**src/rtl/fmi_pkg.sv**
```systemverilog
`timescale 1ns/1ps
package fmi_pkg;

    // smallest dummy burst the memory accepts on each port
    localparam int MIN_DUMMY  = 130;
    // quiet clocked cycles that follow every pointer-reset strobe
    localparam int GAP_CYCLES = 2;

    typedef enum logic [1:0] {
        TOP_WAIT,
        TOP_STAB,
        TOP_RUN
    } top_state_e;

    typedef enum logic [2:0] {
        PH_IDLE,
        PH_LEAD_RST,
        PH_LEAD_GAP,
        PH_DUMMY,
        PH_RST,
        PH_GAP,
        PH_DONE
    } port_phase_e;

    typedef struct packed {
        logic clk_en;
        logic ptr_rst;
        logic done;
    } port_out_t;

    function automatic int clamp_dummy(input int n);
        return (n < MIN_DUMMY) ? MIN_DUMMY : n;
    endfunction

endpackage

```
**src/rtl/fmi_stab_timer.sv**
```systemverilog
`timescale 1ns/1ps
module fmi_stab_timer #(
    parameter int STAB_CYCLES = 20_000_000
) (
    input  logic clk,
    input  logic rst,
    input  logic clear,
    output logic elapsed
);
    localparam int TW = (STAB_CYCLES < 2) ? 1 : $clog2(STAB_CYCLES + 1);

    logic [TW-1:0] cnt_q;

    always_ff @(posedge clk) begin
        if (rst || clear) begin
            cnt_q <= '0;
        end else begin
            cnt_q <= cnt_q + 1'b1;
        end
    end

    assign elapsed = (cnt_q == TW'(STAB_CYCLES - 1));

endmodule

```
**src/rtl/fmi_port_seq.sv**
```systemverilog
`timescale 1ns/1ps
module fmi_port_seq
    import fmi_pkg::*;
#(
    parameter int DUMMY_CYCLES = MIN_DUMMY
) (
    input  logic      clk,
    input  logic      rst,
    input  logic      go,
    input  logic      recover,
    output port_out_t pout
);
    localparam int N  = clamp_dummy(DUMMY_CYCLES);
    localparam int CW = $clog2(N + 1);

    port_phase_e   phase_q;
    logic [CW-1:0] cnt_q;

    always_ff @(posedge clk) begin
        if (rst || !go) begin
            phase_q <= PH_IDLE;
            cnt_q   <= '0;
        end else begin
            unique case (phase_q)
                PH_IDLE: begin
                    // mode is taken here once and never looked at again
                    phase_q <= recover ? PH_LEAD_RST : PH_DUMMY;
                    cnt_q   <= '0;
                end
                PH_LEAD_RST: begin
                    phase_q <= PH_LEAD_GAP;
                    cnt_q   <= '0;
                end
                PH_LEAD_GAP: begin
                    if (cnt_q == CW'(GAP_CYCLES - 1)) begin
                        phase_q <= PH_DUMMY;
                        cnt_q   <= '0;
                    end else begin
                        cnt_q <= cnt_q + 1'b1;
                    end
                end
                PH_DUMMY: begin
                    if (cnt_q == CW'(N - 1)) begin
                        phase_q <= PH_RST;
                        cnt_q   <= '0;
                    end else begin
                        cnt_q <= cnt_q + 1'b1;
                    end
                end
                PH_RST: begin
                    phase_q <= PH_GAP;
                    cnt_q   <= '0;
                end
                PH_GAP: begin
                    if (cnt_q == CW'(GAP_CYCLES - 1)) begin
                        phase_q <= PH_DONE;
                        cnt_q   <= '0;
                    end else begin
                        cnt_q <= cnt_q + 1'b1;
                    end
                end
                PH_DONE: begin
                    phase_q <= PH_DONE;
                end
                default: begin
                    phase_q <= PH_IDLE;
                    cnt_q   <= '0;
                end
            endcase
        end
    end

    always_comb begin
        pout.clk_en  = (phase_q == PH_LEAD_RST) || (phase_q == PH_LEAD_GAP) ||
                       (phase_q == PH_DUMMY)    || (phase_q == PH_RST)      ||
                       (phase_q == PH_GAP);
        pout.ptr_rst = (phase_q == PH_LEAD_RST) || (phase_q == PH_RST);
        pout.done    = (phase_q == PH_DONE);
    end

endmodule

```
**src/rtl/field_mem_init_seq.sv**
```systemverilog
`timescale 1ns/1ps
module field_mem_init_seq
    import fmi_pkg::*;
#(
    parameter int STAB_CYCLES     = 20_000_000,
    parameter int WR_DUMMY_CYCLES = 130,
    parameter int RD_DUMMY_CYCLES = 130
) (
    input  logic clk,
    input  logic rst,
    input  logic supply_ok,
    input  logic recover_mode,
    input  logic restart,
    output logic wclk_en,
    output logic rclk_en,
    output logic wptr_rst,
    output logic rptr_rst,
    output logic init_done
);
    localparam int NUM_PORTS = 2;

    top_state_e state_q;
    logic       elapsed;
    logic       tmr_clear;
    logic       run;
    port_out_t  pout [NUM_PORTS];

    always_ff @(posedge clk) begin
        if (rst) begin
            state_q <= TOP_WAIT;
        end else if (!supply_ok) begin
            state_q <= TOP_WAIT;
        end else if (restart) begin
            state_q <= TOP_STAB;
        end else begin
            unique case (state_q)
                TOP_WAIT: state_q <= TOP_STAB;
                TOP_STAB: if (elapsed) state_q <= TOP_RUN;
                TOP_RUN:  state_q <= TOP_RUN;
                default:  state_q <= TOP_WAIT;
            endcase
        end
    end

    assign tmr_clear = (state_q != TOP_STAB) || restart || !supply_ok;
    assign run       = (state_q == TOP_RUN);

    fmi_stab_timer #(
        .STAB_CYCLES(STAB_CYCLES)
    ) u_timer (
        .clk    (clk),
        .rst    (rst),
        .clear  (tmr_clear),
        .elapsed(elapsed)
    );

    for (genvar g = 0; g < NUM_PORTS; g++) begin : g_port
        localparam int NDUM = (g == 0) ? WR_DUMMY_CYCLES : RD_DUMMY_CYCLES;
        fmi_port_seq #(
            .DUMMY_CYCLES(NDUM)
        ) u_seq (
            .clk    (clk),
            .rst    (rst),
            .go     (run),
            .recover(recover_mode),
            .pout   (pout[g])
        );
    end

    // outputs drop in the same cycle the run state is left
    assign wclk_en   = run && pout[0].clk_en;
    assign rclk_en   = run && pout[1].clk_en;
    assign wptr_rst  = run && pout[0].ptr_rst;
    assign rptr_rst  = run && pout[1].ptr_rst;
    assign init_done = run && pout[0].done && pout[1].done;

endmodule

```
**config.mk**
```make
export PLATFORM = sky130hd
export DESIGN_NAME = field_mem_init_seq
export DESIGN_NICKNAME = d
export VERILOG_FILES = /design/src/rtl/fmi_pkg.sv /design/src/rtl/fmi_stab_timer.sv /design/src/rtl/fmi_port_seq.sv /design/src/rtl/field_mem_init_seq.sv
export SDC_FILE = /design/constraint.sdc
export NUM_CORES = 1
export LEC_CHECK = 0
export BUFFER_PORTS_ARGS = -buffer_cell sky130_fd_sc_hd__clkbuf_2
export CAP_MARGIN = 40
export CORE_ASPECT_RATIO = 0.7
export CORE_MARGIN = 5
export CORE_UTILIZATION = 55
export DETAILED_ROUTE_END_ITERATION = 8
export PLACE_DENSITY_LB_ADDON = 0.3
export SLEW_MARGIN = 5
export SYNTH_ARGS = -nofsm -noshare
export SYNTH_HDL_FRONTEND = slang
export SYNTH_SLANG_ARGS = --single-unit
```
**constraint.sdc**
```tcl
create_clock -name clk -period 1.7 [get_ports clk]
set_input_delay 0 -clock clk [delete_from_list [all_inputs] [get_ports clk]]
set_output_delay 0 -clock clk [all_outputs]
set_load 0.01 [all_outputs]
```
==> impl_metrics.json, run 1 <==
{
  "ys_types": 56,
  "cp-start-kind": "register",
  "synth_cells": 338,
  "fin_tns_setup_ps": 0,
  "die_area_um2": 6520,
  "synth-edff-count": 0,
  "place.port_buffers": 9,
  "wl_per_cell_um": 14.5,
  "cts_root_buf": "clkbuf_8",
  "gp_congestion": 0.873,
  "layout_commonest_cell": "buf_4",
  "drt_iter0_drc": 172,
  "fmax_mhz": 603,
  "r2r-end": "u_timer.cnt_q[13]$_SDFF_PP0_",
  "synth_top_area_cell": "dfxtp_1",
  "seq_power_share_pct": 60.8,
  "drtPass1Iterations": 4,
  "fin_crit_ps": 1660,
  "relSlewSlack_pct": 77.6,
  "overflow": 0,
  "drive_gt1_share_pct": 25.5,
  "rsz0062_at_grt": "yes",
  "start_util_pct": 57.0,
  "p_comb_share_pct": 2.4,
  "cp_max_fo": 8,
  "startpoint": "u_timer.cnt_q[1]$_SDFF_PP0_",
  "grtUsageTotal_pct": 21.1,
  "cts.reportedPaths.clkPinSlew_ps": 90,
  "grt_first_pass_wirelength_um": 11200,
  "cts_buffers": 5,
  "worstRegToRegCells": 5,
  "core_um2": 4810,
  "yosysWarnings": 0,
  "vias": 2755,
  "num_rows": 21,
  "arrival_ps": 1910,
  "ant_nets": 0,
  "die_x_um": 94.4,
  "route.detailed.drc": 0,
  "yosys_register_bits": 49,
  "synth_top_area_share_pct": 35.8,
  "seq_area_frac_synth_pct": 35.8,
  "min_path_cells": 4,
  "p_clk_share_pct": 36.8,
  "postSynth.asyncResetShare_pct": 0,
  "fillCellCount": 383,
  "vdd_drop_max_mv": 0.373,
  "synth_area_leaders": "dfxtp_1 (36%), nand2_1 (5.5%), a21oi_1 (4.2%)",
  "tightest_slew_ps": 334,
  "finalNetCount": 408,
  "p_leak_uw": 0.00125,
  "num_io_pins": 10,
  "setup.worst_path.end_class": "register",
  "syn_avg_cell_area_um2": 8.11,
  "cts.sinks": 49,
  "htreeDepth": 2,
  "finalNonFillerCells": 465,
  "antenna_found_initial": 0,
  "reg2reg_slack_ps": 40,
  "synth_area_um2": 2740,
  "status": "completed",
  "dp_hpwl_um": 4870,
  "drv_slew": 0,
  "swShare_pct": 22.9,
  "cts.path.max_buffers": 2,
  "antennaDiodeCount": 0,
  "path_class": "reg2reg",
  "cap_viol_max_count": 0,
  "p_int_uw": 1460,
  "fin_worst_skew_ps": 9.28,
  "switching_power_uw": 434,
  "ys.flop_type": "dfxtp_1",
  "layout_common_cells": "buf_4 (49), nand2_1 (39), dfxtp_1 (39)",
  "worstHoldEndpoint": "state_q[0]$_SDFFE_PP0P_",
  "via_per_inst": 5.92,
  "fin_util_pct": 70.5,
  "cts_tree": "built",
  "placedCellCount": 456,
  "area_growth_pct": 23.6,
  "grt_max_degree": 16,
  "grt_pass1_vias": 2498,
  "syn_nets": 351,
  "clock_latency_ps": 310,
  "die_h_um": 69.1,
  "setup_viol": 0,
  "worstPathRequired_ps": 1950,
  "cellPowerDensity_nw_per_um2": 559,
  "min_from": "rst",
  "reg2reg_from": "u_timer.cnt_q[1]$_SDFF_PP0_",
  "hold_path.class": "in2reg",
  "wl_um": 6740,
  "finalHoldViolCount": 0,
  "post-route-period-util_pct": 97.5
}
synth_stat cells (all sizes together), types with 3 or more instances:
| library cell | instances |
|---|---|
| a31oi | 4 |
| o311ai | 3 |
| nand3 | 13 |
| ha | 8 |
| nand4 | 5 |
| and4 | 6 |
| nor2b | 5 |
| o21a | 4 |
| nand2b | 6 |
| and3 | 10 |
| buf | 4 |
| inv | 14 |
| or3 | 7 |
| mux2i | 3 |
| xnor2 | 5 |
| a21oi | 23 |
| nor4 | 9 |
| o21ai | 8 |
| o32ai | 3 |
| o22ai | 6 |
| or2 | 4 |
| nor3 | 15 |
| o31ai | 7 |
| clkbuf | 7 |
| xor2 | 10 |
| nand2 | 40 |
| nor2 | 23 |
| and2 | 4 |
| or4 | 7 |
| dfxtp | 49 |
registers in the layout (all words and copies together) (netlist names):
register,count
g_port.u_seq.phase_q,6
state_q,2
u_timer.cnt_q,25
g_port.u_seq.cnt_q,16
kinds of logic after synthesis:
logic type	after synthesis	synth area share (%)
simple gates	163	32.3
buf+inv	25	3.70
flops	49	35.8
mux	3	1.09
xor+xnor	15	4.79
fa+ha+maj	8	3.65
compound gates	75	18.7
layout make-up:
cell class,instances,area (um2),share of cell area [%]
clock buffer,6,72.6,2.14
clock inverter,2,15.0,0.443
inverter,14,52.6,1.55
multi-input combinational,264,1720,50.9
sequential,49,993,29.3
tap,69,86.3,2.55
timing repair buffer,61,445,13.1
power by group through the flow:
stage | clock network [uW] | registers [uW] | logic, uW
finish | 697 | 1150 | 46.0
global route | 775 | 1150 | 52.2
CTS | 712 | 1150 | 45.6
detailed placement | 0 | 1180 | 43.4
global placement | 0 | 1180 | 42.1
floorplan | 0 | 1180 | 25.5
timing repair:
| item | 4_1_cts | 5_1_grt |
|---|---|---|
| setup buffers | 0 | 0 |
| resized for setup | 6 | 19 |
| endpoints found under the setup margin | 9 | 24 |
| endpoints found under the hold margin | 1 | 0 |
| hold buffers | 1 | 0 |
| pin swaps | 6 | 6 |
per-layer routing:
layer | up-vias | part of all wire (%) | global-route usage (%)
li1 | 1374 | - | -
met1 | 1310 | 48 | 29.6
met2 | 65 | 46 | 31.5
met3 | 6 | 5.3 | 4.67
met4 | 0 | 0.93 | 7.85
met5 | - | 0 | 0
how the worst max path moves through the flow:
stage / slack, ps / cells past startpoint / endpoint
floorplan: 3 / 4 / g_port[0].u_seq.cnt_q[0]$_SDFFE_PP0P_
global placement: 20 / 5 / g_port[0].u_seq.cnt_q[0]$_SDFFE_PP0P_
detailed placement: -40 / 4 / u_timer.cnt_q[19]$_SDFF_PP0_
CTS: 3 / 5 / u_timer.cnt_q[13]$_SDFF_PP0_
global route: -10 / 5 / u_timer.cnt_q[24]$_SDFF_PP0_
finish: 40 / 5 / u_timer.cnt_q[13]$_SDFF_PP0_
stage by stage:
stage | power, uW | hold WS (ps) | setup slack (ps) | instance area [um2]
global placement | 1220 | 295 | 16.7 | 3210
global route | 1980 | 58.4 | -14.4 | 3390
CTS | 1910 | 14.4 | 3.28 | 3330
floorplan | 1200 | 168 | 3.25 | 2750
finish | 1890 | 18.8 | 42.8 | 3390
detailed placement | 1220 | 300 | -44.1 | 3210
worst max-delay path, stage by stage (launching register included):
cell and delay, ps:
dfxtp_2 360, nand2_2 60, or4_4 580, buf_6 150
or3_1 330, a21oi_1 120
No activity file was read; power rests on OpenSTA's default activity.
==> run 2, diff against run 1 <==
--- a/config.mk
+++ b/config.mk
@@ -6,12 +6,13 @@
 export NUM_CORES = 1
 export LEC_CHECK = 0
 export BUFFER_PORTS_ARGS = -buffer_cell sky130_fd_sc_hd__clkbuf_2
-export CAP_MARGIN = 40
+export CAP_MARGIN = 10
 export CORE_ASPECT_RATIO = 0.7
 export CORE_MARGIN = 5
 export CORE_UTILIZATION = 55
 export DETAILED_ROUTE_END_ITERATION = 8
-export PLACE_DENSITY_LB_ADDON = 0.3
+export MAX_ROUTING_LAYER = met4
+export PLACE_DENSITY = 0.87
 export SLEW_MARGIN = 5
 export SYNTH_ARGS = -nofsm -noshare
 export SYNTH_HDL_FRONTEND = slang
==> run 2 against run 1 <==
  * Register-to-register slack lost 20 ps
  * Largest cell class unchanged
  * First-iteration DRC count up 28%
  * Clock power rose by 5.6%
  * Non-clock buffer count decreased by 3
  * Sequential power hardly changed
  * Total power rose by 2.3%
  * Worst setup slack worse by 21 ps
==> impl_metrics.json, run 2 (synthesis gave the netlist of run 1 again) <==
{
  "cts_buffers": 5,
  "wl_um": 6900,
  "dp_hpwl_um": 4860,
  "drv_slew": 0,
  "cap_viol_max_count": 0,
  "cts.path.max_buffers": 2,
  "slowest_delay_ps": 590,
  "cp-start-kind": "register",
  "reg_top3": "u_timer.cnt_q: 25 flops, g_port.u_seq.cnt_q: 16 flops, g_port.u_seq.phase_q: 6 flops",
  "num_rows": 21,
  "grt_pass1_vias": 2468,
  "overflow": 0,
  "vias": 2786,
  "placedCellCount": 452,
  "fin_tns_setup_ps": 0,
  "cp_max_fo": 6,
  "clock_latency_ps": 310,
  "grt_max_degree": 19,
  "max_flop_register": "u_timer.cnt_q",
  "vdd_drop_max_mv": 0.457,
  "antenna_found_initial": 0,
  "path_class": "reg2reg",
  "htreeDepth": 2,
  "place.port_buffers": 9,
  "finalHoldViolCount": 0,
  "route.detailed.drc": 0,
  "slowest_stage": "or4_4",
  "hold_ws_ps": 57.5,
  "layout_common_cells": "dfxtp_1 (46), buf_4 (46), nand2_1 (39)",
  "grtUsageTotal_pct": 21.2,
  "rsz0062_at_grt": "yes",
  "area_growth_pct": 25.2,
  "setup_ws_ps": 22.1,
  "setup.worst_path.end_class": "register",
  "grt_first_pass_wirelength_um": 11100,
  "relSlewSlack_pct": 67.3,
  "antennaDiodeCount": 0,
  "post-route-period-util_pct": 98.7,
  "finalNonFillerCells": 462,
  "status": "completed",
  "wl_per_cell_um": 14.9,
  "cts_tree": "built",
  "fin_util_pct": 71.4,
  "cp.buffers_inverters": 1,
  "num_io_pins": 10,
  "p_leak_uw": 0.00124,
  "tightest_slew_ps": 486,
  "fin_crit_ps": 1680,
  "cts.sinks": 49,
  "die_x_um": 94.4,
  "dpl_worst_slack_ps": -52.0,
  "core_um2": 4810,
  "ant_nets": 0,
  "die_area_um2": 6520,
  "arrival_ps": 1920,
  "gp_congestion": 0.899,
  "drive_gt1_share_pct": 25.7,
  "crit_chain": "nand2_2 -> or4_4 -> buf_6 -> or3_1 -> a21oi_1",
  "drtPass1Iterations": 5,
  "fmax_mhz": 596,
  "fin_worst_skew_ps": 10.3,
  "cellPowerDensity_nw_per_um2": 564,
  "setup_viol": 0,
  "largest_reg_flops": 25,
  "finalNetCount": 405,
  "cts.reportedPaths.clkPinSlew_ps": 100,
  "drt_iter0_drc": 220,
  "worstPathRequired_ps": 1940,
  "via_per_inst": 6.03,
  "start_util_pct": 57.0,
  "path_delay_family": "simple AND/OR/NAND/NOR gates",
  "cts_root_buf": "clkbuf_8",
  "die_h_um": 69.1,
  "hold_path.class": "in2reg"
}
run 2: changes by cell type in the layout (fill, tap and decap cells not counted), sizes merged:
cell	previous run	this run
buf	51	48
clkinv	0	2
clkinvlp	2	0
run 2: what timing repair did:
| item | 4_1_cts | 5_1_grt |
|---|---|---|
| endpoints found under the hold margin | 1 | 0 |
| setup buffers | 1 | 0 |
| hold buffers | 1 | 0 |
| pin swaps | 5 | 11 |
| setup endpoints to repair | 9 | 21 |
| gates resized for setup | 8 | 22 |
run 2: routing by layer:
layer,track usage (%),vias to the layer above,routed length (um)
met5,-,-,0
met4,6.89,0,87
met3,3.91,11,426
met2,30.0,105,3130
met1,30.3,1307,3260
li1,-,1363,-
run 2: cell type report:
class / instances / area (um2)
inverter: 14 / 52.6
multi-input combinational: 264 / 1790
timing repair buffer: 58 / 423
tap: 69 / 86.3
clock inverter: 2 / 13.8
fill: 354 / 1370
sequential: 49 / 985
clock buffer: 6 / 82.6
run 2: power by group:
| group | leakage, uW | switching, uW | internal, uW |
|---|---|---|---|
| Sequential | 0.000396 | 2.66 | 1150 |
| Clock | 0.0000512 | 405 | 331 |
| Combinational | 0.000794 | 28.1 | 21.0 |
| Total | 0.00124 | 436 | 1500 |
run 2: path summary, 6_finish.rpt:
kind / cells after the start / slack [ps] / startpoint / to
worst max register to register: 5 / 20 / u_timer.cnt_q[1]$_SDFF_PP0_ / u_timer.cnt_q[11]$_SDFF_PP0_
worst max-delay path: 5 / 20 / u_timer.cnt_q[1]$_SDFF_PP0_ / u_timer.cnt_q[11]$_SDFF_PP0_
worst min-delay path: 4 / 60 / rst / state_q[0]$_SDFFE_PP0P_
worst min register to register: 2 / 500 / state_q[1]$_SDFFE_PP0P_ / state_q[1]$_SDFFE_PP0P_
run 2: worst reg2reg max path, delay by kind of cell (launching register included):
family	cells	cell delay (ps)
flip-flops	1	370
AO/OA/AOI/OAI	1	120
AND/OR/NAND/NOR	3	960
buffers and inverters	1	160
run 2: stage by stage:
step           cell area (um2)  total power [uW]
2_1_floorplan             2750              1200
3_3_place_gp              3180              1220
3_5_place_dp              3180              1220
4_1_cts                   3320              1940
5_1_grt                   3430              2010
6_report                  3430              1940
